File: config.mk
export PLATFORM = sky130hd
export DESIGN_NAME = srx_top
export DESIGN_NICKNAME = d
export VERILOG_FILES = /design/src/rtl/srx_pkg.sv /design/src/rtl/srx_bitclock.sv /design/src/rtl/srx_shifter.sv /design/src/rtl/srx_hold.sv /design/src/rtl/srx_top.sv
export SDC_FILE = /design/constraint.sdc
export NUM_CORES = 1
export LEC_CHECK = 0
export ABC_CLOCK_PERIOD_IN_PS = 1900
export BUFFER_PORTS_ARGS = -buffer_cell sky130_fd_sc_hd__buf_2
export CAP_MARGIN = 20
export CORE_ASPECT_RATIO = 0.8
export CORE_MARGIN = 5
export CORE_UTILIZATION = 37
export CTS_CLUSTER_DIAMETER = 30
export DETAILED_ROUTE_END_ITERATION = 12
export SYNTH_ARGS = -nofsm -noshare
export SYNTH_HDL_FRONTEND = slang
export SYNTH_SLANG_ARGS = --single-unit
File: constraint.sdc
create_clock -name clk -period 1.9 [get_ports clk]
set_clock_uncertainty 0.05 [all_clocks]
set_input_delay 0.38 -clock clk [delete_from_list [all_inputs] [get_ports clk]]
set_output_delay 0.38 -clock clk [all_outputs]
set_load 0.02 [all_outputs]
File: src/rtl/srx_pkg.sv
package srx_pkg;

    localparam int MAX_BITS = 8;
    localparam int MIN_BITS = 5;
    localparam int OVS_MID  = 16;
    localparam int OVS_HIGH = 64;
    localparam int TCNT_W   = $clog2(OVS_HIGH);

    localparam logic [1:0] OVS_X1 = 2'b00;
    localparam logic [1:0] OVS_X16 = 2'b01;
    localparam logic [1:0] STOP_ONE = 2'b00;
    localparam logic [1:0] STOP_ONE_HALF = 2'b01;

    typedef logic [TCNT_W-1:0] tcnt_t;

    typedef enum logic [2:0] {
        ST_IDLE,
        ST_START,
        ST_DATA,
        ST_PARITY,
        ST_STOP1,
        ST_STOP2,
        ST_BREAK
    } rx_state_t;

    // Last tick index of a full bit period for a given ratio code.
    function automatic tcnt_t full_limit(input logic [1:0] ovs);
        case (ovs)
            OVS_X1:  return '0;
            OVS_X16: return tcnt_t'(OVS_MID - 1);
            default: return tcnt_t'(OVS_HIGH - 1);
        endcase
    endfunction

    // Last tick index of a half bit period (0 in 1x mode).
    function automatic tcnt_t half_limit(input logic [1:0] ovs);
        case (ovs)
            OVS_X1:  return '0;
            OVS_X16: return tcnt_t'(OVS_MID / 2 - 1);
            default: return tcnt_t'(OVS_HIGH / 2 - 1);
        endcase
    endfunction

endpackage

File: src/rtl/srx_bitclock.sv
module srx_bitclock
    import srx_pkg::*;
#(
    parameter int W = TCNT_W
) (
    input  logic         clk,
    input  logic         rst_n,
    input  logic         tick,
    input  logic         restart,
    input  logic [W-1:0] limit,
    output logic         hit
);

    logic [W-1:0] cnt_q;

    assign hit = tick && (cnt_q == limit);

    always_ff @(posedge clk or negedge rst_n) begin
        if (!rst_n) begin
            cnt_q <= '0;
        end else if (restart || hit) begin
            cnt_q <= '0;
        end else if (tick) begin
            cnt_q <= cnt_q + 1'b1;
        end
    end

endmodule

File: src/rtl/srx_shifter.sv
module srx_shifter
    import srx_pkg::*;
(
    input  logic                clk,
    input  logic                rst_n,
    input  logic                clear,
    input  logic                shift_en,
    input  logic                bit_in,
    input  logic [1:0]          len_code,
    output logic [MAX_BITS-1:0] data_out,
    output logic                par_out
);

    localparam logic [1:0] SPAN = 2'(MAX_BITS - MIN_BITS);

    logic [MAX_BITS-1:0] sh_q;
    logic                par_q;

    always_ff @(posedge clk or negedge rst_n) begin
        if (!rst_n) begin
            sh_q  <= '0;
            par_q <= 1'b0;
        end else if (clear) begin
            sh_q  <= '0;
            par_q <= 1'b0;
        end else if (shift_en) begin
            sh_q  <= {bit_in, sh_q[MAX_BITS-1:1]};
            par_q <= par_q ^ bit_in;
        end
    end

    // Bits enter at the top; shorter characters are moved down to bit 0.
    always_comb begin
        data_out = sh_q >> (SPAN - len_code);
        par_out  = par_q;
    end

endmodule

File: src/rtl/srx_hold.sv
module srx_hold
    import srx_pkg::*;
(
    input  logic                clk,
    input  logic                rst_n,
    input  logic                load,
    input  logic [MAX_BITS-1:0] ld_data,
    input  logic                ld_perr,
    input  logic                ld_ferr,
    input  logic                rd_ack,
    output logic [MAX_BITS-1:0] data,
    output logic                ready,
    output logic                perr,
    output logic                ferr,
    output logic                ovr
);

    always_ff @(posedge clk or negedge rst_n) begin
        if (!rst_n) begin
            data  <= '0;
            ready <= 1'b0;
            perr  <= 1'b0;
            ferr  <= 1'b0;
            ovr   <= 1'b0;
        end else begin
            if (load) begin
                data  <= ld_data;
                perr  <= ld_perr;
                ferr  <= ld_ferr;
                ready <= 1'b1;
            end else if (rd_ack) begin
                ready <= 1'b0;
            end
            if (load && ready && !rd_ack) begin
                ovr <= 1'b1;
            end else if (rd_ack) begin
                ovr <= 1'b0;
            end
        end
    end

endmodule

File: src/rtl/srx_top.sv
module srx_top
    import srx_pkg::*;
(
    input  logic       clk,
    input  logic       rst_n,
    input  logic       os_tick,
    input  logic       rxd,
    input  logic [1:0] cfg_ovs,
    input  logic [1:0] cfg_len,
    input  logic       cfg_par_en,
    input  logic       cfg_par_odd,
    input  logic [1:0] cfg_stop,
    input  logic       rd_ack,
    output logic [7:0] rx_data,
    output logic       rx_ready,
    output logic       err_parity,
    output logic       err_frame,
    output logic       err_overrun,
    output logic       brk_det
);

    rx_state_t           state_q, state_d;
    tcnt_t               cur_limit;
    logic                hit;
    logic                restart;
    logic                shift_en;
    logic                hold_load;
    logic                ld_ferr;
    logic [MAX_BITS-1:0] sh_data;
    logic                sh_par;
    logic [2:0]          bit_idx_q;
    logic [2:0]          last_idx;
    logic                saw_high_q;
    logic                stop_bad_q;
    logic                perr_q;
    logic                brk_q;
    logic                two_stop;
    logic                brk_now;
    logic                start_seen;

    assign last_idx   = 3'(MIN_BITS - 1) + {1'b0, cfg_len};
    assign two_stop   = (cfg_stop != STOP_ONE);
    assign brk_now    = !saw_high_q && !rxd;
    assign start_seen = os_tick && !rxd;

    srx_bitclock #(.W(TCNT_W)) u_bitclock (
        .clk     (clk),
        .rst_n   (rst_n),
        .tick    (os_tick),
        .restart (restart),
        .limit   (cur_limit),
        .hit     (hit)
    );

    srx_shifter u_shifter (
        .clk      (clk),
        .rst_n    (rst_n),
        .clear    (restart),
        .shift_en (shift_en),
        .bit_in   (rxd),
        .len_code (cfg_len),
        .data_out (sh_data),
        .par_out  (sh_par)
    );

    srx_hold u_hold (
        .clk     (clk),
        .rst_n   (rst_n),
        .load    (hold_load),
        .ld_data (sh_data),
        .ld_perr (perr_q),
        .ld_ferr (ld_ferr),
        .rd_ack  (rd_ack),
        .data    (rx_data),
        .ready   (rx_ready),
        .perr    (err_parity),
        .ferr    (err_frame),
        .ovr     (err_overrun)
    );

    // State register.
    always_ff @(posedge clk or negedge rst_n) begin
        if (!rst_n) begin
            state_q <= ST_IDLE;
        end else begin
            state_q <= state_d;
        end
    end

    // Next-state decode.
    always_comb begin
        state_d = state_q;
        unique case (state_q)
            ST_IDLE: begin
                if (start_seen) begin
                    state_d = (cfg_ovs == OVS_X1) ? ST_DATA : ST_START;
                end
            end
            ST_START: begin
                if (hit) begin
                    state_d = rxd ? ST_IDLE : ST_DATA;
                end
            end
            ST_DATA: begin
                if (hit && (bit_idx_q == last_idx)) begin
                    state_d = cfg_par_en ? ST_PARITY : ST_STOP1;
                end
            end
            ST_PARITY: begin
                if (hit) begin
                    state_d = ST_STOP1;
                end
            end
            ST_STOP1: begin
                if (hit) begin
                    if (two_stop) begin
                        state_d = ST_STOP2;
                    end else begin
                        state_d = brk_now ? ST_BREAK : ST_IDLE;
                    end
                end
            end
            ST_STOP2: begin
                if (hit) begin
                    state_d = brk_now ? ST_BREAK : ST_IDLE;
                end
            end
            ST_BREAK: begin
                if (os_tick && rxd) begin
                    state_d = ST_IDLE;
                end
            end
            default: state_d = ST_IDLE;
        endcase
    end

    // Bit-timer limit for the current phase.
    always_comb begin
        unique case (state_q)
            ST_START: cur_limit = half_limit(cfg_ovs);
            ST_STOP2: cur_limit = (cfg_stop == STOP_ONE_HALF) ? half_limit(cfg_ovs)
                                                              : full_limit(cfg_ovs);
            default:  cur_limit = full_limit(cfg_ovs);
        endcase
    end

    // Strobes for the datapath.
    always_comb begin
        restart   = 1'b0;
        shift_en  = 1'b0;
        hold_load = 1'b0;
        ld_ferr   = 1'b0;
        unique case (state_q)
            ST_IDLE: restart = start_seen;
            ST_DATA: shift_en = hit;
            ST_STOP1: begin
                if (hit && !two_stop) begin
                    hold_load = 1'b1;
                    ld_ferr   = !rxd;
                end
            end
            ST_STOP2: begin
                if (hit) begin
                    hold_load = 1'b1;
                    ld_ferr   = stop_bad_q || !rxd;
                end
            end
            default: ;
        endcase
    end

    // Per-character bookkeeping.
    always_ff @(posedge clk or negedge rst_n) begin
        if (!rst_n) begin
            bit_idx_q  <= '0;
            saw_high_q <= 1'b0;
            stop_bad_q <= 1'b0;
            perr_q     <= 1'b0;
        end else if (restart) begin
            bit_idx_q  <= '0;
            saw_high_q <= 1'b0;
            stop_bad_q <= 1'b0;
            perr_q     <= 1'b0;
        end else if (hit) begin
            unique case (state_q)
                ST_DATA: begin
                    bit_idx_q  <= bit_idx_q + 1'b1;
                    saw_high_q <= saw_high_q | rxd;
                end
                ST_PARITY: begin
                    perr_q     <= sh_par ^ rxd ^ cfg_par_odd;
                    saw_high_q <= saw_high_q | rxd;
                end
                ST_STOP1: begin
                    stop_bad_q <= !rxd;
                    saw_high_q <= saw_high_q | rxd;
                end
                default: ;
            endcase
        end
    end

    // Break indication: raised with an all-low character, dropped on a high sample.
    always_ff @(posedge clk or negedge rst_n) begin
        if (!rst_n) begin
            brk_q <= 1'b0;
        end else if (hold_load && brk_now) begin
            brk_q <= 1'b1;
        end else if ((state_q == ST_BREAK) && os_tick && rxd) begin
            brk_q <= 1'b0;
        end
    end

    assign brk_det = brk_q;

endmodule

# Word-level counts from Yosys, hierarchy flattened
# Cells that the tools add are included.
# word_totals
regBits	37
out_inout_bits	13
inputBits	13
word_cells	123
# classes
add_sub_neg	4
n_reduce_logical	36
n_eq_ne	17
bitwise_logic	3
n_mux	48
n_shift	1
# op_table
operator	n
3-bit two-way mux	13
6-bit case mux with 2 select lines	2
1-bit two-way mux	22
2-bit nonzero test	11
3-bit case mux with 7 select lines	1
6-bit two-way mux	3
8-bit two-way mux	2
2-bit inequality test, second input constant	7
1-bit logical AND	11
5-bit case mux with 2 select lines	1
3-bit equality test, second input constant	3
2-bit AND reduction	4
8-bit by 2-bit right shift with 8-bit output	1
7-bit AND reduction	1
6-bit by 1-bit adder with 6-bit output, second input constant	1
3-bit by 2-bit equality test with 1-bit output, second input constant	2
6-bit equality test	1
2-bit by 1-bit equality test with 1-bit output, second input constant	2
1-bit zero test	4
2-bit two-way mux	2
1-bit case mux with 2 select lines	2
3-bit by 1-bit adder with 3-bit output, second input constant	1
3-bit by 2-bit adder with 3-bit output, first input constant	1
3-bit by 1-bit equality test with 1-bit output, second input constant	1
8 further kinds	10

# Depth between registers and ports, before layout
# Gate-level depths: netlist (run 1).
# logic_depth
ltp_word	12
ltp_mapped	7

# Cells and area by module
# A second synthesis (run 1) with hierarchy kept.
# hier_totals
cells_unflattened	195
area_unflattened_um2	2228.4
# by_module_without_submodules
module	cells_per_inst	area_each_um2	n_inst
srx_top	84	819.5	1
srx_shifter	48	536.8	1
srx_hold	27	475.5	1
srx_bitclock	36	396.6	1

# Worst setup path before layout (run 1)
# No wires, ideal clock.
# synth_path
path_type	input to register
from	in cfg_stop[1]
to	reg state_q[2]
required_ns	1.763
t_arrival_ns	1.738
path_slack_ns	0.025
n_path_buf	0
setup_time_ns	0.087
stages	6
path_cell_list	nand2b_1 a21oi_1 mux2i_1 o21ai_2 or4_1 o211ai_1
# synth_via
elab_chain_cells	8
elab_cells_between_ends	16
classes_between	eq/ne (7); mux (5); reduce/logical (4)
# synth_lines
element	line	rtl
start, declared	srx_top.sv:12	input logic [1:0] cfg_stop,
2-bit by 1-bit equality test with 1-bit output	srx_top.sv:141	ST_STOP2: cur_limit = (cfg_stop == STOP_ONE_HALF) ? half_limit(cfg_ovs)
6-bit two-way mux	srx_top.sv:141	
6-bit case mux with 2 select lines	srx_top.sv:139	unique case (state_q)
6-bit equality test	srx_bitclock.sv:16	assign hit = tick && (cnt_q == limit);
1-bit logical AND	srx_bitclock.sv:16	
1-bit logical AND	srx_top.sv:105	if (hit && (bit_idx_q == last_idx)) begin
2-bit inequality test (no source line)	--	
7-bit AND reduction (no source line)	--	
end signal, assigned	srx_top.sv:86	state_q <= state_d;
end, declared	srx_top.sv:22	rx_state_t state_q, state_d;
# Several ways; a longest one is shown, not always the timed one. The select of a mux whose other input is x is not followed.
# A chain may end at the register's enable or synchronous reset.

# Final worst setup path (run 1)
# layout_path
from	reg u_bitclock.cnt_q[1]
to	reg state_q[2]
# layout_via
elab_chain_cells	5
elab_cells_between_ends	9
classes_between	eq/ne (6); reduce/logical (3)
# layout_lines
element	line	rtl
start, declared	srx_bitclock.sv:14	logic [W-1:0] cnt_q;
start signal, assigned	srx_bitclock.sv:24	cnt_q <= cnt_q + 1'b1;
6-bit equality test *	srx_bitclock.sv:16	
1-bit logical AND *	srx_bitclock.sv:16	
1-bit logical AND	srx_top.sv:105	
2-bit inequality test (no source line)	--	
7-bit AND reduction (no source line) *	--	
# Every way passes the cells marked *; elsewhere a longest branch is shown, timed or not.

==> qor.yml, run 1 <==
hold_viol: 0
htree_levels: 2
finalSetupTns_ps: -61.7
initial_core_util_pct: 37.8
die_h_um: 76.5
yosys_register_bits: 37
numPortBuffers: 25
drt_iter0_markers: 62
power_density_mw_per_mm2: 1000
synth_edf_count: 0
setup_ws_ps: -33.8
die_x_um: 93.1
tightestPinTransition_ps: 468
finalCriticalPeriod_ps: 1930
r2r_end: "state_q[2]"
worstReg2RegStart: "u_bitclock.cnt_q[1]"
grt_util_met1_pct: 20.0
synth-xor-area-share_pct: 3.86
fin_nets: 295
via_per_inst: 5.18
synth.most_common_cell: "nand2_1"
grt_remaining_overflow: 0
grtUsageMet3_pct: 2.76
cts_sinks: 37
fmax_ghz: 0.517
ant_nets: 0
dieArea_mm2: 0.00712
diodes: 0
core-area_mm2: 0.00541
ys_seq_area_share_pct: 45.3
routed_wl_um: 4820
regToRegSetupSlack_ps: -30
vdd_drop_max_mv: 0.358
clock_latency_ps: 290
num_vias: 1792
crit_path_start: "u_bitclock.cnt_q[1]"
wl_per_cell_um: 13.9
dp_hpwl_um: 3420
clock_path_buffers: 2
clk_pin_slew_worst_paths_ps: 80
grt_start_max_net_pins: 38
yosysWarnings: 0
yosys.area_share.simple_pct: 19.7
area_growth_syn_to_layout_pct: 35.7
synth_nets: 239
hold_ws_ps: 78.1
use_met2_pct: 20.9
synth_top_family_by_area: "simple AND/OR/NAND/NOR gates"
netlist_instances: 224
grt_pass1_wl_um: 8140
yosys-top-cells-count: "nand2_1, dfrtp_1, o21ai_0, nor2_1, mux2_2"
dp.cells: 333
p_total_mw: 2.77
status: "finished with violations"
cp-start-kind: "flop"
hold_buffers: 0
hp-class: "in2async"
cts_made_buffers: 5
drive_above_1_share_pct: 38.4
synth_top_area_share_pct: 45.3
cp.arrival_ps: 2080
synthArstFlopShare_pct: 100
cp_max_fo: 8
antenna_found_initial: 0
violations: "setup timing"
gp_congestion: 0.772
cap_violations: 0
multi_input_area_mm2: 0.00115
grtUsageTotal_pct: 13.8
firstDrtPassIters: 5
synth_area_mm2: 0.00204
critical_path_required_ps: 2050
relSlewSlack_pct: 68.8
num_io_pins: 26
setup.worst_path.end: "state_q[2]"
nFillCells: 495
grt_busiest_layer: "met2"
synth.area.mux_share_pct: 8.94
slew_viol_final: 0
path_class: "reg2reg"
r2r_cells: 6
dpl_worst_slack_ps: -158
cts_root_buf: "clkbuf_8"
fin_crit_sh_pct: 102
first_global_vias: 1701
synth-compound-area-share_pct: 17.3
fp-row-count: 24
cts_tree: "yes"
synth_area_leader_cell: "dfrtp_1"
yosys-top-cells-area: "dfrtp_1, nand2_1, o21ai_0, mux2_2, mux2i_1"
grt_setup_unrepaired: "yes"
end_kind: "flop"
power_leakage_nw: 1.31
area.sequential_um2: 926
synthAdderAreaFrac_pct: 1.22
finalSetupViolCount: 6
ys_types: 43
avgSynthCellArea_um2: 9.12
drc: 0
ys.flop_type: "dfrtp_1"
stdcell_count: 346
==> state kept, by name (all words and copies together), names as in the netlist <==
register	count
brk_det	1
stop_bad_q	1
u_shifter.par_out	1
state_q	3
u_hold.ready	1
perr_q	1
bit_idx_q	3
u_hold.perr	1
u_shifter.sh_q	8
u_bitclock.cnt_q	6
u_hold.ferr	1
saw_high_q	1
u_hold.ovr	1
u_hold.data	8
==> final cells by class <==
class | count | share of cell area, %
clock buffers | 5 | 2.48
clock inverters | 3 | 2.35
inverters | 6 | 0.812
multi-input cells | 169 | 41.5
flip-flops and latches | 37 | 33.4
well taps | 65 | 2.93
repair buffers | 61 | 16.5
==> metal layers <==
layer	routed length [um]	share of wire (%)
met5	0	0
met4	29	0.60
met3	113	2.3
met2	2260	47
met1	2410	50
==> worst min-delay path by stage <==
stage,slack (ps),from,cells past startpoint,end
CTS,100,rst_n,2,state_q[2]
detailed placement,410,rst_n,2,u_bitclock.cnt_q[3]
global route,130,rst_n,2,bit_idx_q[0]
global placement,400,rst_n,2,u_bitclock.cnt_q[3]
floorplan,30,rst_n,0,bit_idx_q[0]
finish,80,rst_n,2,bit_idx_q[0]
==> through the flow <==
stage / area, um^2 / util (%)
floorplan: 2040 / -
global placement: 2430 / 45.0
detailed placement: 2430 / 45.0
CTS: 2590 / 48.0
global route: 2770 / 51.3
finish: 2770 / 51.3
==> worst max-delay path, stage by stage, from the launching register on <==
cell	delay [ps]
dfrtp_1	410
nor4b_2	270
a22o_1	170
o2111a_2	260
o21ai_4	110
or4_1	470
o211ai_1	110
==> logic make-up after synthesis <==
kind of cell / Yosys count
DFF: 37
buffers and inverters: 18
adders and majority gates: 2
and+or+nand+nor: 87
muxes: 16
AOI/OAI and AO/OA: 55
xor gates and xnor gates: 9
==> layout by cell type, fill, tap and decap left out, drive strengths merged, types with 3 or more instances in the layout <==
master,instances
xor2,4
clkbuf,7
o211ai,3
mux2i,7
nand3,5
nor2,18
and2,3
nand2b,5
buf,59
xnor2,5
inv,6
o21ai,27
nand4,4
dfrtp,37
mux2,8
nand2,41
a21oi,7
==> report_power, final <==
part           leakage, nW  switching [mW]  internal, mW
registers            0.506           0.114         0.891
logic                0.741           0.503         0.456
clock network       0.0681           0.286         0.522
total                 1.31           0.904          1.87
==> timing repair <==
item,in CTS,in global routing
resized for setup,4,37
buffers inserted,1,3
pin swaps,6,13
gates cloned,0,2
setup endpoints to repair,6,28
Power figures use the tool's default switching activity.
==> run 2, diff against run 1 <==
SETUP_SLACK_MARGIN = 0.5   (was default)
==> run 2 against run 1 <==
  * The flow still finishes with violations (setup timing)
  * Final cell count is 0.58% higher
  * Clock-buffer cell count unchanged
  * Global-route usage grew 0.67 points
  * Worst hold slack improved by 140 ps
  * Power shrank 1.9%
  * Utilization increased by 1.5 points
  * Die area did not move
  * Highest routed layer unchanged
  * Final area grew 2.8%
  * Clock power down 13%
  * Maximum frequency fell by 1.3%
  * Sequential power is essentially flat
  * Critical endpoint is now u_hold.ferr
==> qor.yml, run 2 (synthesized netlist as in run 1, its figures left out) <==
r2r_end: "u_hold.ferr"
cap_violations: 0
drt_iter0_markers: 77
hold_ws_ps: 221
grt_pass1_wl_um: 8220
fin_crit_sh_pct: 103
relSlewSlack_pct: 66.7
drive_above_1_share_pct: 40.6
clk_pin_slew_worst_paths_ps: 90
r2r_cells: 6
fmax_ghz: 0.510
clock_latency_ps: 300
cp.arrival_ps: 2100
wl_per_cell_um: 14.2
status: "finished with violations"
min_to: "u_hold.ovr"
cp_max_fo: 8
mostFrequentLayoutCells: "dfrtp_1, nand2_1, buf_4, buf_2, nor2_1"
fin_nets: 297
cts_tree: "yes"
holdCritStartpoint: "rd_ack"
setup_ws_ps: -59.7
grt_remaining_overflow: 0
grtUsageTotal_pct: 14.5
firstDrtPassIters: 4
drc: 0
htree_levels: 2
dp_hpwl_um: 3490
dpl_cell_area_mm2: 0.00247
area_growth_syn_to_layout_pct: 39.6
antenna_found_initial: 0
final_area_mm2: 0.00285
first_global_vias: 1717
final_common_cell: "dfrtp_1"
worstReg2RegStart: "state_q[2]"
hp-class: "in2reg"
clock_path_buffers: 2
end_kind: "flop"
dieArea_mm2: 0.00712
gp_congestion: 0.796
die_x_um: 93.1
via_per_inst: 5.13
cp-start-kind: "flop"
finalCriticalPeriod_ps: 1960
power_leakage_nw: 1.34
critical_path_required_ps: 2040
fp-row-count: 24
regToRegSetupSlack_ps: -60
vdd_drop_max_mv: 0.466
hold_viol: 0
num_vias: 1784
tightestPinTransition_ps: 493
grt_start_max_net_pins: 16
slew_viol_final: 0
finalSetupViolCount: 6
cts_made_buffers: 5
power_density_mw_per_mm2: 954
numPortBuffers: 25
ant_nets: 0
violations: "setup timing"
core-area_mm2: 0.00541
path_class: "reg2reg"
cts_sinks: 37
die_h_um: 76.5
largestRegisters: "u_hold.data x8, u_shifter.sh_q x8, u_bitclock.cnt_q x6"
finalSetupTns_ps: -268
grt_setup_unrepaired: "yes"
diodes: 0
hold_path_depth: 2
routed_wl_um: 4930
cts_root_buf: "clkbuf_8"
initial_core_util_pct: 37.8
num_io_pins: 26
-- run 2: changes by cell type in the layout (fill, tap and decap cells not counted), sizes merged --
cell         before  now
buf              59   62
bufinv            2    1
clkbuf            7    5
clkinvlp          0    1
dlygate4sd3       0    1
-- run 2: how the worst max path moves through the flow --
| stage | from | to | slack, ps | depth (start not counted) |
|---|---|---|---|---|
| after floorplan | u_bitclock.cnt_q[0] | state_q[2] | 150 | 6 |
| after global placement | cfg_stop[1] | state_q[2] | -40 | 7 |
| after detailed placement | cfg_ovs[0] | u_bitclock.cnt_q[1] | -80 | 8 |
| after CTS | u_bitclock.cnt_q[2] | state_q[2] | -6 | 6 |
| after global routing | u_bitclock.cnt_q[2] | state_q[2] | -100 | 6 |
| final | state_q[2] | u_hold.ferr | -60 | 6 |
-- run 2: what timing repair did --
action / CTS / global route
hold endpoints to repair: 12 / 0
pin swaps: 4 / 7
gates cloned: 1 / 1
hold buffers: 1 / 0
endpoints found under the setup margin: 37 / 37
setup buffers: 2 / 5
gates resized for setup: 24 / 30
-- run 2: area by class of cell --
cell class                 instances  area, um^2
clock buffer                       5        68.8
fill                             493        2550
tap                               65        81.3
timing repair buffer              63         467
sequential                        37         926
inverter                           6        22.5
clock inverter                     3        46.3
multi-input combinational        169        1240
-- run 2: where the power goes --
group,internal [mW],switching [mW]
clock network,0.393,0.314
registers,0.891,0.119
logic,0.459,0.545
total,1.74,0.978
-- run 2: per-layer routing --
layer  up-vias  GRT usage, %  part of all wire (%)
met3         7          3.06                   3.1
li1        905             -                     -
met5         -             0                     0
met2        26          21.4                    45
met4         0          6.30                   1.8
met1       846          20.3                    50
-- run 2: through the flow --
stage | total power, mW | utilization [%] | std cells | setup slack (ps)
final | 2.72 | 52.8 | 348 | -59.7
after global routing | 2.88 | 52.8 | 348 | -95.1
after CTS | 2.68 | 50.0 | 342 | -6.44
after detailed placement | 1.91 | 45.7 | 330 | -75.5
after global placement | 1.90 | 45.7 | 330 | -36.9
after floorplan | 1.56 | - | 224 | 151
-- run 2: critical path: stages (launching register included) --
cell,delay (ps)
dfrtp_1,450
and2_4,170
a221o_1,320
o2111a_2,200
buf_4,150
o211ai_4,150
mux2_2,370
==> run 3, diff against run 2 <==
--- a/config.mk
+++ b/config.mk
@@ -15,2 +15,3 @@
 export DETAILED_ROUTE_END_ITERATION = 12
+export MAX_ROUTING_LAYER = met4
 export SETUP_SLACK_MARGIN = 0.5
--- a/constraint.sdc
+++ b/constraint.sdc
@@ -4,2 +4,2 @@
 set_output_delay 0.38 -clock clk [all_outputs]
-set_load 0.02 [all_outputs]
+set_load 0.1 [all_outputs]
==> run 3 against run 2 <==
  * Power grew 2.6%
  * Sequential cell count is the same
  * Clock-buffer cell count is the same
  * Setup slack lost 16 ps
  * Utilization grew 2.7 points
  * Global-route usage grew 1.4 points
  * Sequential share of layout area shrank 1.6 points
  * Final cell count grew 1.1%
  * Register-to-register slack lost 20 ps
  * Maximum frequency shrank 0.81%
  * Critical path depth grew 1
  * The flow still finishes with violations (setup timing)
==> qor.yml, run 3 (synthesized netlist as in run 1, its figures left out) <==
dp_hpwl_um: 3470
grtUsageTotal_pct: 15.9
area_growth_syn_to_layout_pct: 46.8
drc: 0
mostFrequentLayoutCells: "dfrtp_1, nand2_1, buf_4, buf_6, nor2_1"
cts_made_buffers: 5
multi_input_area_mm2: 0.00125
area.sequential_um2: 926
num_io_pins: 26
cts_tree: "yes"
core-area_mm2: 0.00541
dp.cells: 334
clk_pin_slew_worst_paths_ps: 90
clock_latency_ps: 300
wl_per_cell_um: 14.3
tightestPinTransition_ps: 430
htree_levels: 2
die_h_um: 76.5
finalSetupViolCount: 11
ant_nets: 0
fin_nets: 301
die_x_um: 93.1
grt_pass1_wl_um: 8720
firstDrtPassIters: 4
diodes: 0
status: "finished with violations"
grt_setup_unrepaired: "yes"
end_kind: "flop"
initial_core_util_pct: 37.8
finalCriticalPeriod_ps: 1980
path_class: "reg2reg"
violations: "setup timing"
grt_start_max_net_pins: 32
via_per_inst: 5.37
routed_wl_um: 5030
cts_root_buf: "clkbuf_8"
setup_ws_ps: -75.6
fp-row-count: 24
relSlewSlack_pct: 71.2
p_total_mw: 2.79
cp-start-kind: "flop"
cp.arrival_ps: 2120
fmax_ghz: 0.506
gp_congestion: 0.834
fin_crit_sh_pct: 104
hp-class: "in2reg"
drive_above_1_share_pct: 42.9
critical_path_required_ps: 2050
num_vias: 1891
cap_violations: 0
first_global_vias: 1877
hold_viol: 0
cp_max_fo: 5
vdd_drop_max_mv: 0.369
stdcell_count: 352
grt_remaining_overflow: 0
power_density_mw_per_mm2: 931
cts_sinks: 37
clock_path_buffers: 2
dieArea_mm2: 0.00712
nFillCells: 475
numPortBuffers: 25
antenna_found_initial: 0
power_leakage_nw: 1.38
slew_viol_final: 0
largestRegisters: "u_hold.data x8, u_shifter.sh_q x8, u_bitclock.cnt_q x6"
final_common_cell: "dfrtp_1"
drt_iter0_markers: 121
==> run 3: timing repair <==
action | in CTS | in global routing
pin swaps | 17 | 3
resized for setup | 48 | 44
setup buffers | 5 | 3
setup endpoints to repair | 50 | 50
cloned | 1 | 0
hold endpoints to repair | 6 | 0
hold buffers | 1 | 0
==> run 3: area by class of cell <==
type / instances / area share [%]
clock buffer: 5 / 2.29
clock inverter: 3 / 1.54
inverter: 6 / 0.751
multi-input combinational: 169 / 41.7
sequential: 37 / 30.9
tap: 65 / 2.71
timing repair buffer: 67 / 20.1
==> run 3: stage by stage <==
stage               setup TNS, ps  hold WS (ps)  cell area (um^2)  setup WS [ps]  util, %
floorplan                       0          34.4              2100            151        -
global placement             -365           190              2500          -91.6     46.2
detailed placement           -851           195              2500           -149     46.2
CTS                         -11.5           208              2830          -9.19     52.3
global route                -2120           205              3000           -156     55.5
finish                       -380           216              3000          -75.6     55.5
==> run 3: layer usage <==
| layer | global-route usage (%) | part of all wire (%) |
|---|---|---|
| met5 | - | 0 |
| met3 | 3.55 | 4.6 |
| met1 | 20.3 | 46 |
| met4 | 6.73 | 1.8 |
| met2 | 24.2 | 47 |
==> run 3: critical path, stage by stage (launching register included) <==
cell and delay, ps:
dfrtp_1 430, and2_4 180, a221o_1 320, o2111a_2 200
o2111a_2 220, buf_4 150, buf_4 120, a31o_4 200
==> run 3: final timing paths <==
kind,startpoint,endpoint,slack [ps],depth (start not counted)
max,state_q[2],bit_idx_q[2],-80,7
min,rd_ack,u_hold.ovr,220,2
max reg2reg,state_q[2],bit_idx_q[2],-80,7
min reg2reg,u_shifter.par_out,u_shifter.par_out,450,1
max in group asynchronous,rst_n,u_hold.data[5],960,3
min in group asynchronous,rst_n,state_q[1],410,2
==> run 3: where the power goes <==
part           internal [mW]  switching (mW)  leakage [nW]
sequential             0.891           0.110         0.506
clock                  0.393           0.315        0.0543
combinational          0.496           0.586         0.815
